--- config.mk ---
export PLATFORM = sky130hd
export DESIGN_NAME = pdw_top
export DESIGN_NICKNAME = d
export VERILOG_FILES = /design/src/rtl/pdw_pkg.sv /design/src/rtl/pdw_rst_sync.sv /design/src/rtl/pdw_bistable.sv /design/src/rtl/pdw_watchdog.sv /design/src/rtl/pdw_top.sv
export SDC_FILE = /design/constraint.sdc
export NUM_CORES = 1
export LEC_CHECK = 0
export ABC_AREA = 1
export BUFFER_PORTS_ARGS = -buffer_cell sky130_fd_sc_hd__buf_2
export CORE_AREA = 8 8 48 50
export CTS_BUF_LIST = sky130_fd_sc_hd__clkbuf_8
export DETAILED_ROUTE_END_ITERATION = 8
export DIE_AREA = 0 0 56 58
export GPL_TIMING_DRIVEN = 0
export PLACE_DENSITY = 0.73
export REMOVE_ABC_BUFFERS = 1
export SYNTH_ARGS = -nofsm -noshare
export SYNTH_HDL_FRONTEND = slang
export SYNTH_SLANG_ARGS = --single-unit
--- constraint.sdc ---
create_clock -name clk -period 0.8 [get_ports clk]
set_input_delay 0.04 -clock clk [delete_from_list [all_inputs] [get_ports clk]]
set_output_delay 0.04 -clock clk [all_outputs]
set_load 0.03 [all_outputs]
--- src/rtl/pdw_pkg.sv ---
package pdw_pkg;
  typedef enum logic {
    LINK_LIVE = 1'b0,
    LINK_LOST = 1'b1
  } link_e;

  function automatic int unsigned timeout_cycles(input int unsigned clk_mhz,
                                                 input int unsigned timeout_ns);
    int unsigned c;
    c = (clk_mhz * timeout_ns) / 1000;
    if (c < 2) c = 2;
    return c;
  endfunction
endpackage

--- src/rtl/pdw_rst_sync.sv ---
module pdw_rst_sync #(
  parameter int unsigned STAGES = 2
) (
  input  logic clk,
  input  logic rst_n,
  output logic rst_sync_n
);
  logic [STAGES-1:0] sync_q;
  logic [STAGES-1:0] sync_d;

  always_comb begin
    sync_d = {sync_q[STAGES-2:0], 1'b1};
  end

  always_ff @(posedge clk or negedge rst_n) begin
    if (!rst_n) sync_q <= '0;
    else        sync_q <= sync_d;
  end

  assign rst_sync_n = sync_q[STAGES-1];
endmodule

--- src/rtl/pdw_bistable.sv ---
module pdw_bistable (
  input  logic clk,
  input  logic rst_n,
  input  logic hi_pulse,
  input  logic lo_pulse,
  output logic level_q,
  output logic clash_q
);
  logic upd_en;
  logic level_d;
  logic clash_d;

  always_comb begin
    upd_en  = hi_pulse ^ lo_pulse;
    level_d = hi_pulse;
    clash_d = hi_pulse & lo_pulse;
  end

  always_ff @(posedge clk or negedge rst_n) begin
    if (!rst_n) begin
      level_q <= 1'b1;
      clash_q <= 1'b0;
    end else begin
      if (upd_en) level_q <= level_d;
      clash_q <= clash_d;
    end
  end
endmodule

--- src/rtl/pdw_watchdog.sv ---
module pdw_watchdog
  import pdw_pkg::*;
#(
  parameter int unsigned TO_CYC = 1000,
  localparam int unsigned LIMIT = TO_CYC - 1,
  localparam int unsigned CNT_W = $clog2(TO_CYC + 1)
) (
  input  logic  clk,
  input  logic  rst_n,
  input  logic  any_pulse,
  output link_e link_q
);
  logic [CNT_W-1:0] cnt_q, cnt_d;
  logic             cnt_en;
  link_e            link_d;
  logic             at_limit;

  always_comb begin
    at_limit = (cnt_q == CNT_W'(LIMIT));
    cnt_d    = cnt_q;
    link_d   = link_q;
    cnt_en   = 1'b0;
    if (any_pulse) begin
      cnt_en = 1'b1;
      cnt_d  = '0;
      link_d = LINK_LIVE;
    end else if (at_limit) begin
      link_d = LINK_LOST;
    end else begin
      cnt_en = 1'b1;
      cnt_d  = cnt_q + 1'b1;
    end
  end

  always_ff @(posedge clk or negedge rst_n) begin
    if (!rst_n) begin
      cnt_q  <= CNT_W'(LIMIT);
      link_q <= LINK_LOST;
    end else begin
      if (cnt_en) cnt_q <= cnt_d;
      link_q <= link_d;
    end
  end
endmodule

--- src/rtl/pdw_top.sv ---
module pdw_top
  import pdw_pkg::*;
#(
  parameter int unsigned CLK_MHZ    = 200,
  parameter int unsigned TIMEOUT_NS = 5000,
  localparam int unsigned TO_CYC    = timeout_cycles(CLK_MHZ, TIMEOUT_NS)
) (
  input  logic clk,
  input  logic rst_n,
  input  logic hi_pulse_i,
  input  logic lo_pulse_i,
  output logic level_o,
  output logic lost_o,
  output logic clash_o
);
  logic  rst_int_n;
  logic  latched;
  link_e link_st;

  pdw_rst_sync #(.STAGES(2)) u_rst (
    .clk        (clk),
    .rst_n      (rst_n),
    .rst_sync_n (rst_int_n)
  );

  pdw_bistable u_latch (
    .clk      (clk),
    .rst_n    (rst_int_n),
    .hi_pulse (hi_pulse_i),
    .lo_pulse (lo_pulse_i),
    .level_q  (latched),
    .clash_q  (clash_o)
  );

  pdw_watchdog #(.TO_CYC(TO_CYC)) u_wd (
    .clk       (clk),
    .rst_n     (rst_int_n),
    .any_pulse (hi_pulse_i | lo_pulse_i),
    .link_q    (link_st)
  );

  assign lost_o  = (link_st == LINK_LOST);
  assign level_o = lost_o ? 1'b1 : latched;
endmodule

# == Word-level counts from Yosys, hierarchy flattened ==
# Index checks and enable logic that the tools add are counted.
# word_totals
in_bits,4
ff_bits,15
output_inout_bits,3
# classes
n_reduce_logical,2
bitwise_logic,3
add_sub_neg,1
eq_ne,2
muxes,7
# ops
cell,n
10-bit two-way mux,2
"10-bit by 1-bit adder with 10-bit output, second input constant",1
"10-bit equality test, second input constant",1
1-bit two-way mux,5
"2-bit by 1-bit inequality test with 1-bit output, second input constant",1
2-bit AND reduction,1
2-bit nonzero test,1
1-bit bitwise AND,1
1-bit OR,1
1-bit XOR,1

# == Longest topological paths before layout ==
# depth
word_depth,4
mapped_depth,8

# == By module ==
# From an unflattened synthesis, not the netlist that was laid out.
# hier_totals
cells_unflattened,98
hier_area_um2,782.0
# by_module_without_submodules
module,instances,area_each_um2,seq_area_each_um2,cells_per_inst
pdw_watchdog,1,626.9,286.5,82
pdw_bistable,1,78.8,51.3,7
pdw_rst_sync,1,53.8,50.0,3
pdw_top,1,22.5,0.0,6

# == Least setup slack after synthesis ==
# No wires, ideal clock.
# synth_path
path_type,reg-to-reg
from,register u_wd.cnt_q[1]
to,register u_wd.cnt_q[3]
path_stages_with_launch,9
n_path_buf,0
arrival_ns,1.221
period_less_slack_ns,1.334
setup_ns,0.113
required_ns,0.687
path_slack_ns,-0.534
cell_sequence,dfstp_2 > ha_1 > inv_1 > nor2_1 > nand2_1 > nor2_2 > nand3_1 > nand2_1 > inv_1
# synth_via
elab_chain_len,4
# synth_lines
element,line,rtl
from (decl),pdw_watchdog.sv:13,"logic [CNT_W-1:0] cnt_q, cnt_d;"
from (signal assigned),pdw_watchdog.sv:37,cnt_q <= CNT_W'(LIMIT);
from (signal assigned),pdw_watchdog.sv:40,if (cnt_en) cnt_q <= cnt_d;
branches (longest 4 deep; another with 10-bit by 1-bit adder with 10-bit output),--,
# Parallel ways; which one is timed is not known. The select of a mux whose other input is x is not followed.
# A chain may end at the register's enable or synchronous reset.

# == Final worst setup path ==
# layout_path
from,register u_wd.cnt_q[1]
to,register u_wd.cnt_q[0]
# layout_via
elab_chain_len,4
# layout_lines
element,line,rtl
10-bit equality test (*),pdw_watchdog.sv:19,at_limit = (cnt_q == CNT_W'(LIMIT));
1-bit two-way mux,pdw_watchdog.sv:27,end else if (at_limit) begin
1-bit two-way mux,pdw_watchdog.sv:23,if (any_pulse) begin
2-bit AND reduction (no line) (*),--,
# Every way passes the cells marked *; elsewhere a longest branch is shown, timed or not.

==> results.cfg <==
[placement]
hpwl_mm = 1.12
place_area_um2 = 842
port_buffers = 6
place_ws_ns = -0.679
dp.cells = 120
globalplace.congestion = 0.886

[yosys]
synth_top_family_by_area = simple AND/OR/NAND/NOR gates
yosysTopAreaCell = dfstp_2
netlist.area_leader.share_pct = 33.0
synthMuxAreaShare_pct = 0
synth-seq-area-share_pct = 48.7
synth-compound-area-share_pct = 4.40
yosysWarnings = 0
synth_xor_area_share_pct = 1.10
synth_seq_cells = 15
avgSynthCellArea_um2 = 8.12
synth_adder_area_share_pct = 4.72
synth.area.top_cells = dfstp_2 (33%), dfrtp_1 (16%), nand2_1 (11%), inv_1 (7.5%), nand3_1 (6.3%)
syn_inst = 98
syn_area_um2 = 796
synthSimpleGateAreaFrac_pct = 32.4
synth_cell_types = 16

[setup_path]
crit_start = u_wd.cnt_q[1]$_DFFE_PN1P_
cp_num_buf_inv = 2
crit_slowest_cell = dfstp_2
critPathKind = reg -> reg
startpoint_type = flip-flop
crit_chain = ha_4, inv_2, nor2_4, buf_4, nand4_1, nand3_1, nand2_1
worst_ep_required_time_ns = 0.98
worstPathArrival_ns = 1.56
cp_max_fo = 3
critPathTopFamily = flip-flops
reg2reg_from = u_wd.cnt_q[1]$_DFFE_PN1P_
critPathCaptureType = flip-flop
critPathMaxStageDelay_ns = 0.57
reg2reg_setup_slack_ns = -0.58

[finish]
multi_input_area_um2 = 387
nets = 123
area_growth_pct = 27.8
antennaDiodeCount = 0
finish.instance_area_um2 = 1020
fillers = 121
regArea_um2 = 388
drive_above_1_share_pct = 39.1
layout.cells.non_filler = 132

[global_routing]
grt_pass1_wl_mm = 3.18
met3_usage_pct = 3.06
grt_max_degree = 14
antenna_found_initial = 0
first_global_vias = 777
grt_use_met1_pct = 11.2
track_usage_pct = 12.1
grt_overflow = 0
gr-max-usage-layer = met2
grt.met2_usage_pct = 22.8

[power]
p_per_area_nw_per_um2 = 1540
p_leak_nw = 0.461
ir_drop_mv = 1.11

[route]
drt_first_pass_iters = 4
vias_per_cell = 5.22
drt_iter0_drc = 16
antenna_left = 0
drc = 0
drt-total-wl_mm = 1.77
dr_total_vias = 689
wl_per_cell_um = 13.4

[timing]
period_share_pct = 173
drv_slew = 0
worst_slack_ns = -0.583
grt_setup_unrepaired = true
finalCriticalPeriod_ns = 1.38
tightest_slew_ns = 0.522
clock_skew_ns = 0.00131
max_freq_ghz = 0.723
finalHoldViolations = 0
slew_headroom_pct = 65.2
setup_violations = 14
holdWs_ns = 0.0119
setup-tns-final_ns = -5.91

[status]
failed_checks = negative setup slack
status = complete, but fails checks

[cts]
clkSlewWorstSetupHoldPaths_ns = 0.06
cts_tree = done
cts_buffer_depth = 2
cts_max_level = 1
cts_buffers = 3
clock-sinks = 15
cts_root_buf = clkbuf_8
clk_latency_ns = 0.25

[floorplan]
rows = 15
core_um2 = 1610
start_util_pct = 49.3
die_x_um = 56
io_pins = 7
dieArea_um2 = 3250
dieHeight_um = 58

[hold_path]
holdCritStartpoint = hi_pulse_i
min_path_type = in -> reg

[flow_run]
cap_violations = 0
-- kinds of logic after synthesis --
| kind of cell | count (synthesis) |
|---|---|
| other | 1 |
| AND/OR/NAND/NOR | 54 |
| AO/OA/AOI/OAI | 7 |
| flip-flops | 15 |
| XOR/XNOR | 1 |
| buffers and inverters | 17 |
| adder cells (fa/ha/maj) | 3 |
-- sequential cells by signal, summed over array words and instances, names as in the netlist --
name,cells
u_latch.clash_q,1
u_wd.cnt_q,10
u_rst.sync_q,2
u_latch.level_q,1
u_wd.link_q,1
-- cell type report --
| cell class | count | share of cell area (%) |
|---|---|---|
| clock inverters | 1 | 0.492 |
| clock buffers | 3 | 4.06 |
| well taps | 17 | 2.09 |
| inverters | 16 | 5.90 |
| repair buffers | 14 | 11.3 |
| flip-flops and latches | 15 | 38.1 |
| multi-input cells | 66 | 38.0 |
-- report_power, final --
part | total [mW] | internal, mW | switching, mW | leakage [nW]
clock network | 0.613 | 0.345 | 0.268 | 0.0255
logic | 0.137 | 0.0590 | 0.0782 | 0.267
registers | 0.815 | 0.790 | 0.0244 | 0.168
total | 1.57 | 1.19 | 0.371 | 0.461
-- layout by cell type (no fill, tap or decap) --
cell,count
a21oi_1,4
a21oi_2,1
buf_2,3
buf_4,6
buf_6,4
clkbuf_8,3
clkinv_2,1
conb_1,1
dfrtp_1,5
dfstp_2,10
dlygate4sd3_1,1
ha_1,2
ha_4,1
inv_1,12
inv_2,4
nand2_1,23
nand2_2,2
nand2_4,1
nand3_1,8
nand3_2,2
nand4_1,4
nor2_1,7
nor2_2,3
nor2_4,4
o21ai_0,1
o21ai_1,1
xnor2_1,1
-- metal layers --
layer | up-vias | part of all wire [%]
li1 | 337 | -
met1 | 330 | 37
met2 | 15 | 55
met3 | 7 | 4.0
met4 | 0 | 3.8
met5 | - | 0
-- synth_stat cells --
cell type / number
conb_1: 1
buf_2: 1
a21oi_1: 5
nand2_2: 2
o21ai_0: 2
nor2_1: 9
xnor2_1: 1
nand2_1: 24
nor2_2: 2
nand3_1: 10
nor2_4: 3
inv_1: 16
ha_1: 3
nand4_1: 4
dfrtp_1: 5
dfstp_2: 10
-- path summary, 6_finish.rpt --
kind,to,cells after the start
setup / recovery,u_wd.cnt_q[0]$_DFFE_PN1P_,7
hold / removal,u_latch.level_q$_DFFE_PN1P_,3
setup reg to reg,u_wd.cnt_q[0]$_DFFE_PN1P_,7
hold reg to reg,u_latch.clash_q$_DFF_PN0_,0
max in group asynchronous,u_wd.cnt_q[5]$_DFFE_PN1P_,0
min in group asynchronous,u_rst.sync_q[0]$_DFF_PN0_,2
-- worst reg2reg max path: stages (launching register included) --
cell and delay (ns):
dfstp_2 0.57, ha_4 0.16, inv_2 0.05, nor2_4 0.08, buf_4 0.10, nand4_1 0.15, nand3_1 0.15, nand2_1 0.06
-- what timing repair did --
item / 4_1_cts / 5_1_grt
hold buffers: 1 / 0
setup endpoints to repair: 14 / 15
setup buffers: 7 / 0
hold endpoints to repair: 2 / 0
pin swaps: 10 / 9
resized for setup: 13 / 9
-- through the flow --
| step | total power [mW] | util (%) |
|---|---|---|
| after global placement | 0.913 | 52.2 |
| after global routing | 1.64 | 63.0 |
| after detailed placement | 0.918 | 52.2 |
| after CTS | 1.57 | 61.3 |
| final | 1.57 | 63.0 |
| after floorplan | 0.881 | - |
(Power assumes the default switching activity.)
